===== src/rtl/kbc_pkg.sv =====
package kbc_pkg;
  localparam int DW         = 8;
  localparam int BIT_OBF    = 0;
  localparam int BIT_IBF    = 1;
  localparam int BIT_CD     = 3;
  localparam logic [DW-1:0] UD_MASK = 8'hF4;
endpackage


===== src/rtl/kbc_flag.sv =====
module kbc_flag (
  input  logic clk,
  input  logic rst_n,
  input  logic set_i,
  input  logic clr_i,
  output logic q_o
);
  always_ff @(posedge clk) begin
    if (!rst_n)     q_o <= 1'b0;
    else if (set_i) q_o <= 1'b1;
    else if (clr_i) q_o <= 1'b0;
  end

  p_set_wins_r10: assert property (@(posedge clk) disable iff (!rst_n)
    set_i |=> q_o);
  p_clear_r4: assert property (@(posedge clk) disable iff (!rst_n)
    (clr_i && !set_i) |=> !q_o);
endmodule


===== src/rtl/kbc_host_port.sv =====
module kbc_host_port
  import kbc_pkg::*;
(
  input  logic          host_rd,
  input  logic          host_a2,
  input  logic [DW-1:0] out_q,
  input  logic [DW-1:0] status,
  output logic [DW-1:0] rdata,
  output logic          data_rd
);
  always_comb begin
    rdata   = host_a2 ? status : out_q;
    data_rd = host_rd && !host_a2;
  end
endmodule


===== src/rtl/kbc_mailbox.sv =====
module kbc_mailbox
  import kbc_pkg::*;
(
  input  logic          clk,
  input  logic          rst_n,
  input  logic          host_wr,
  input  logic          host_rd,
  input  logic          host_a2,
  input  logic [DW-1:0] host_wdata,
  output logic [DW-1:0] host_rdata,
  output logic          host_irq,
  input  logic          host_irq_en,
  input  logic          cpu_rd_in,
  input  logic          cpu_wr_out,
  input  logic          cpu_wr_stat,
  input  logic [DW-1:0] cpu_wdata,
  output logic [DW-1:0] cpu_in_data,
  output logic [DW-1:0] cpu_status,
  output logic          cpu_irq,
  input  logic          cpu_irq_en
);
  logic [DW-1:0] in_q, out_q, ud_q, status;
  logic          cd_q, ibf, obf, host_data_rd;

  // data registers carry no reset
  always_ff @(posedge clk) begin
    if (host_wr)    in_q  <= host_wdata;
    if (cpu_wr_out) out_q <= cpu_wdata;
  end

  always_ff @(posedge clk) begin
    if (!rst_n) begin
      cd_q <= 1'b0;
      ud_q <= '0;
    end else begin
      if (host_wr)     cd_q <= host_a2;
      if (cpu_wr_stat) ud_q <= cpu_wdata & UD_MASK;
    end
  end

  kbc_flag u_ibf (.clk(clk), .rst_n(rst_n), .set_i(host_wr),
                  .clr_i(cpu_rd_in), .q_o(ibf));
  kbc_flag u_obf (.clk(clk), .rst_n(rst_n), .set_i(cpu_wr_out),
                  .clr_i(host_data_rd), .q_o(obf));

  always_comb begin
    status          = ud_q & UD_MASK;
    status[BIT_OBF] = obf;
    status[BIT_IBF] = ibf;
    status[BIT_CD]  = cd_q;
  end

  kbc_host_port u_host (.host_rd(host_rd), .host_a2(host_a2), .out_q(out_q),
                        .status(status), .rdata(host_rdata), .data_rd(host_data_rd));

  assign cpu_in_data = in_q;
  assign cpu_status  = status;
  assign cpu_irq     = ibf & cpu_irq_en;
  assign host_irq    = obf & host_irq_en;

  p_ibf_set_r2: assert property (@(posedge clk) disable iff (!rst_n)
    host_wr |=> cpu_status[BIT_IBF]);
  p_cd_follow_r3: assert property (@(posedge clk) disable iff (!rst_n)
    host_wr |=> cpu_status[BIT_CD] == $past(host_a2));
  p_obf_set_r5: assert property (@(posedge clk) disable iff (!rst_n)
    cpu_wr_out |=> cpu_status[BIT_OBF]);
  p_obf_clr_r6: assert property (@(posedge clk) disable iff (!rst_n)
    (host_rd && !host_a2 && !cpu_wr_out) |=> !cpu_status[BIT_OBF]);
  p_stat_peek_r7: assert property (@(posedge clk) disable iff (!rst_n)
    (host_rd && host_a2 && !host_wr && !cpu_wr_out && !cpu_rd_in && !cpu_wr_stat)
      |=> $stable(cpu_status));
  p_protect_r8: assert property (@(posedge clk) disable iff (!rst_n)
    (cpu_wr_stat && !host_wr && !cpu_wr_out && !cpu_rd_in && !host_rd)
      |=> (cpu_status & ~UD_MASK) == ($past(cpu_status) & ~UD_MASK));
  always_comb begin
    p_irq_gate_r9: assert (!(cpu_irq && !cpu_irq_en) && !(host_irq && !host_irq_en));
  end
endmodule


===== config.mk =====
export PLATFORM = sky130hd
export DESIGN_NAME = kbc_mailbox
export DESIGN_NICKNAME = d
export VERILOG_FILES = /design/src/rtl/kbc_pkg.sv /design/src/rtl/kbc_flag.sv /design/src/rtl/kbc_host_port.sv /design/src/rtl/kbc_mailbox.sv
export SDC_FILE = /design/constraint.sdc
export NUM_CORES = 1
export LEC_CHECK = 0
export BUFFER_PORTS_ARGS = -buffer_cell sky130_fd_sc_hd__buf_2
export CORE_ASPECT_RATIO = 0.8
export CORE_MARGIN = 1
export CORE_UTILIZATION = 46
export DETAILED_ROUTE_END_ITERATION = 12
export GPL_TIMING_DRIVEN = 0
export MAX_ROUTING_LAYER = met4
export PLACE_DENSITY = 0.83
export REMOVE_ABC_BUFFERS = 1
export SLEW_MARGIN = 20
export SYNTH_ARGS = -nofsm -noshare
export SYNTH_HDL_FRONTEND = slang
export SYNTH_SLANG_ARGS = --single-unit

===== constraint.sdc =====
create_clock -name clk -period 1.96 [get_ports clk]
set_input_delay 0.098 -clock clk [delete_from_list [all_inputs] [get_ports clk]]
set_output_delay 0.098 -clock clk [all_outputs]
set_load 0.02 [all_outputs]

# Word-level counts from Yosys, hierarchy flattened
# Cells that the tools add are included.
totals:
  reg_bits: 24
  inputBits: 26
  output_inout_bits: 26
  word_cells: 17
op_classes:
  muxes: 5
  bitwise: 2
  n_reduce_logical: 4
ops:
  columns: ["operator", "count"]
  rows:
  - ["2-to-1 mux 8 bit", 1]
  - ["2-to-1 mux 1 bit", 4]
  - ["nonzero test 2 bit", 2]
  - ["bitwise AND 1 bit", 2]
  - ["logical AND 1 bit", 1]
  - ["zero test 1 bit", 1]

# Depth between registers and ports, before layout
logic_depth:
  word_depth: 4
  depth_mapped: 3
  depth_no_buf: 2

# Hierarchy
# From an unflattened synthesis, not the netlist that was laid out.
hier_totals:
  cells_unflattened: 56
  hier_area_um2: 967.2
by_module_without_submodules:
  columns: ["mod", "instances", "cells_per_inst", "area_each_um2", "seq_area_each_um2"]
  rows:
  - ["kbc_mailbox", 1, 40, 744.5, 600.6]
  - ["kbc_host_port", 1, 10, 140.1, 0.0]
  - ["kbc_flag", 2, 3, 41.3, 20.0]

# Worst setup path after synthesis
# No wires, ideal clock.
synth_timing:
  path_kind: "register to output"
  start: "register ud_q[2]"
  end: "output port host_rdata[2]"
  arrival_ps: 673
  required_time_ps: 1862
  path_slack_ps: 1189
  path_stages_with_launch: 2
  n_path_buf: 0
  cell_sequence: "dfxtp_1 > mux2_4"
synth_via:
  elab_chain_len: 1
synth_lines:
  columns: ["item", "line", "source"]
  rows:
  - ["start: declaration", "kbc_mailbox.sv:22", "logic [DW-1:0] in_q, out_q, ud_q, status;"]
  - ["start signal: assignment", "kbc_mailbox.sv:37", "if (cpu_wr_stat) ud_q <= cpu_wdata & UD_MASK;"]
  - ["2-to-1 mux 8 bit", "kbc_host_port.sv:12", "rdata = host_a2 ? status : out_q;"]
  - ["end: declaration", "kbc_mailbox.sv:10", "output logic [DW-1:0] host_rdata,"]
# Every way passes these cells.

# Worst setup path after layout
layout_timing:
  start: "register out_q[0]"
  end: "output port host_rdata[0]"
layout_via:
  elab_chain_len: 1
layout_lines:
  columns: ["item", "line", "source"]
  rows:
  - ["start: declaration", "kbc_mailbox.sv:22", null]
  - ["start signal: assignment", "kbc_mailbox.sv:28", "if (cpu_wr_out) out_q <= cpu_wdata;"]
  - ["2-to-1 mux 8 bit", "kbc_host_port.sv:12", null]
# Every way passes these cells.

==> results.json <==
{
  "outcome": "finished, final reports clean",
  "use_met3_pct": 4.35,
  "routed_via_density": 4.56,
  "path_clk_slew_ps": 110,
  "dr.pass1.iters": 4,
  "slew_headroom_pct": 80.2,
  "r2r_start": "u_ibf.q_o",
  "cp-start-kind": "flip-flop",
  "clk_path_buf_depth": 2,
  "cts.hold.buffers_added": 17,
  "post-route-period-util_pct": 62.7,
  "tns_ps": 0,
  "io_buffers": 51,
  "grt_max_degree": 14,
  "post_drt_wl_per_cell_um": 13.0,
  "worst_slew_pin_slew_ps": 298,
  "hpwl_um": 1300,
  "power_switching_mw": 0.248,
  "syn2layout_area_growth_pct": 46.9,
  "crit_start": "out_q[0]",
  "end_kind": "output port",
  "dr_total_vias": 671,
  "first_global_vias": 643,
  "clock_latency_ps": 300,
  "synthTopCellsByArea": "edfxtp_1, dfxtp_1, mux2_4, mux2i_1, nor2b_1",
  "p_comb_share_pct": 20.5,
  "ys_seq_area_share_pct": 68.2,
  "critPathArrivalTime_ps": 1130,
  "core_area_sq_um": 1910,
  "dieArea_sq_um": 2230,
  "cap_violations": 0,
  "cts.sinks": 24,
  "drive_gt1_share_pct": 50.4,
  "gp_congestion": 0.730,
  "fmax_mhz": 814,
  "finalNonFillerCells": 147,
  "crit_type": "reg2out",
  "cts_made_buffers": 3,
  "grt_pass1_wl_um": 2960,
  "hold_violations": 0,
  "cts_tree": "yes",
  "timing.final.ws_setup_ps": 732,
  "fp-row-count": 14,
  "ant_nets": 0,
  "nets": 150,
  "grt_util_met2_pct": 34.7,
  "worstPathMaxFanout": 1,
  "dieHeight_um": 42.4,
  "power_frac_seq_pct": 59.3,
  "diodes": 0,
  "p_int_mw": 0.754,
  "holdCritStartpoint": "rst_n",
  "detailedPlace.worstSlack_ps": 998,
  "ys_warn_count": 0,
  "ios": 52,
  "place_inst": 126,
  "start_util_pct": 49.2,
  "clock-root-buffer": "clkbuf_4",
  "min_path_type": "in2reg",
  "yosysUniqueCellTypes": 12,
  "syn_inst": 56,
  "antenna_found_initial": 0,
  "globalRouteOverflowTotal": 0,
  "use_met1_pct": 20.6,
  "place_area_sq_um": 1180,
  "period_needed_ps": 1230,
  "cts_resized": 0,
  "rsz0062_at_grt": "false",
  "synth_area_per_cell_sq_um": 16.8,
  "power_mw": 1.00,
  "yosysTopAreaCellShare_pct": 51.1,
  "fp.dieW_um": 52.5,
  "drv_slew": 0,
  "powerDensity_nw_per_um2": 726,
  "setup_viol": 0,
  "top_usage_layer": "met2",
  "design_area_sq_um": 1380,
  "ys_ff_latch": 24,
  "drc_errors": 0,
  "p_leak_nw": 0.652,
  "wirelength_um": 1920,
  "finalClockSkew_ps": 0,
  "cts_setup_buffers": 0,
  "cp.required_ps": 1860,
  "synth_area_leader_cell": "edfxtp_1",
  "vdd_drop_max_mv": 0.607,
  "clock_power_share_pct": 20.2,
  "drtIter0Drc": 12,
  "grt_use_total_pct": 19.6,
  "htree_levels": 1,
  "swShare_pct": 24.8,
  "syn-cell-area_sq_um": 940
}
## logic make-up after synthesis
kind of cell,synth area share [%]
flip-flops,68.2
multiplexers,19.2
AND/OR/NAND/NOR,6.39
buffers and inverters,4.39
AO/OA/AOI/OAI,1.86
## registers in the layout, indices dropped and copies added (netlist names)
name	flops
cpu_in_data	8
u_obf.q_o	1
u_ibf.q_o	1
ud_q	5
out_q	8
cd_q	1
## synthesized netlist by cell type, drive strengths merged
master  number
edfxtp      16
dfxtp        8
mux2         8
nor2b        7
mux2i        6
buf          5
and2         2
a21oi        1
nor2         1
o21a         1
o21ai        1
## critical path, cell delays in order (launching register included)
cell      delay (ps)
edfxtp_1         400
mux2_4           280
buf_2            160
## power groups by stage
stage          Sequential, mW  Clock, mW  Combinational, mW
2_1_floorplan           0.634          0             0.0679
3_3_place_gp            0.602          0              0.175
3_5_place_dp            0.605          0              0.179
4_1_cts                 0.594      0.214              0.206
5_1_grt                 0.598      0.234              0.219
6_report                0.594      0.203              0.206
## final timing paths
check / end / slack [ps] / cells past startpoint
hold reg to reg: cd_q / 550 / 2
setup / recovery: host_rdata[0] / 730 / 2
hold / removal: u_ibf.q_o / 90 / 2
setup reg to reg: u_ibf.q_o / 1240 / 2
## layer usage
layer  share of wire, %  vias up  wire length (um)
met5                  0        -                 0
met3                3.2        6                61
met2                 54       21              1030
li1                   -      335                 -
met1                 40      309               770
met4                3.0        0                57
## cells in the final DEF, fill, tap and decap left out, drive strengths merged
cell,instances
nor2,1
mux2i,6
mux2,8
and2,2
nor2b,7
edfxtp,16
o21a,1
o21ai,1
clkinv,1
dlygate4sd3,17
a21oi,1
dfxtp,8
clkbuf,3
buf,51
## layout make-up
class,instances,area (sq um)
clock buffers,3,22.5
clock inverters,1,3.75
fillers,128,529
multi-input cells,27,258
flip-flops and latches,24,641
well taps,24,30.0
repair buffers,68,425
## through the flow
step,util (%),hold slack [ps]
after CTS,72.3,76.0
after floorplan,-,187
final,72.3,92.3
after global routing,72.3,71.4
after global placement,62.0,275
after detailed placement,62.0,276
Power figures use the tool's default switching activity.
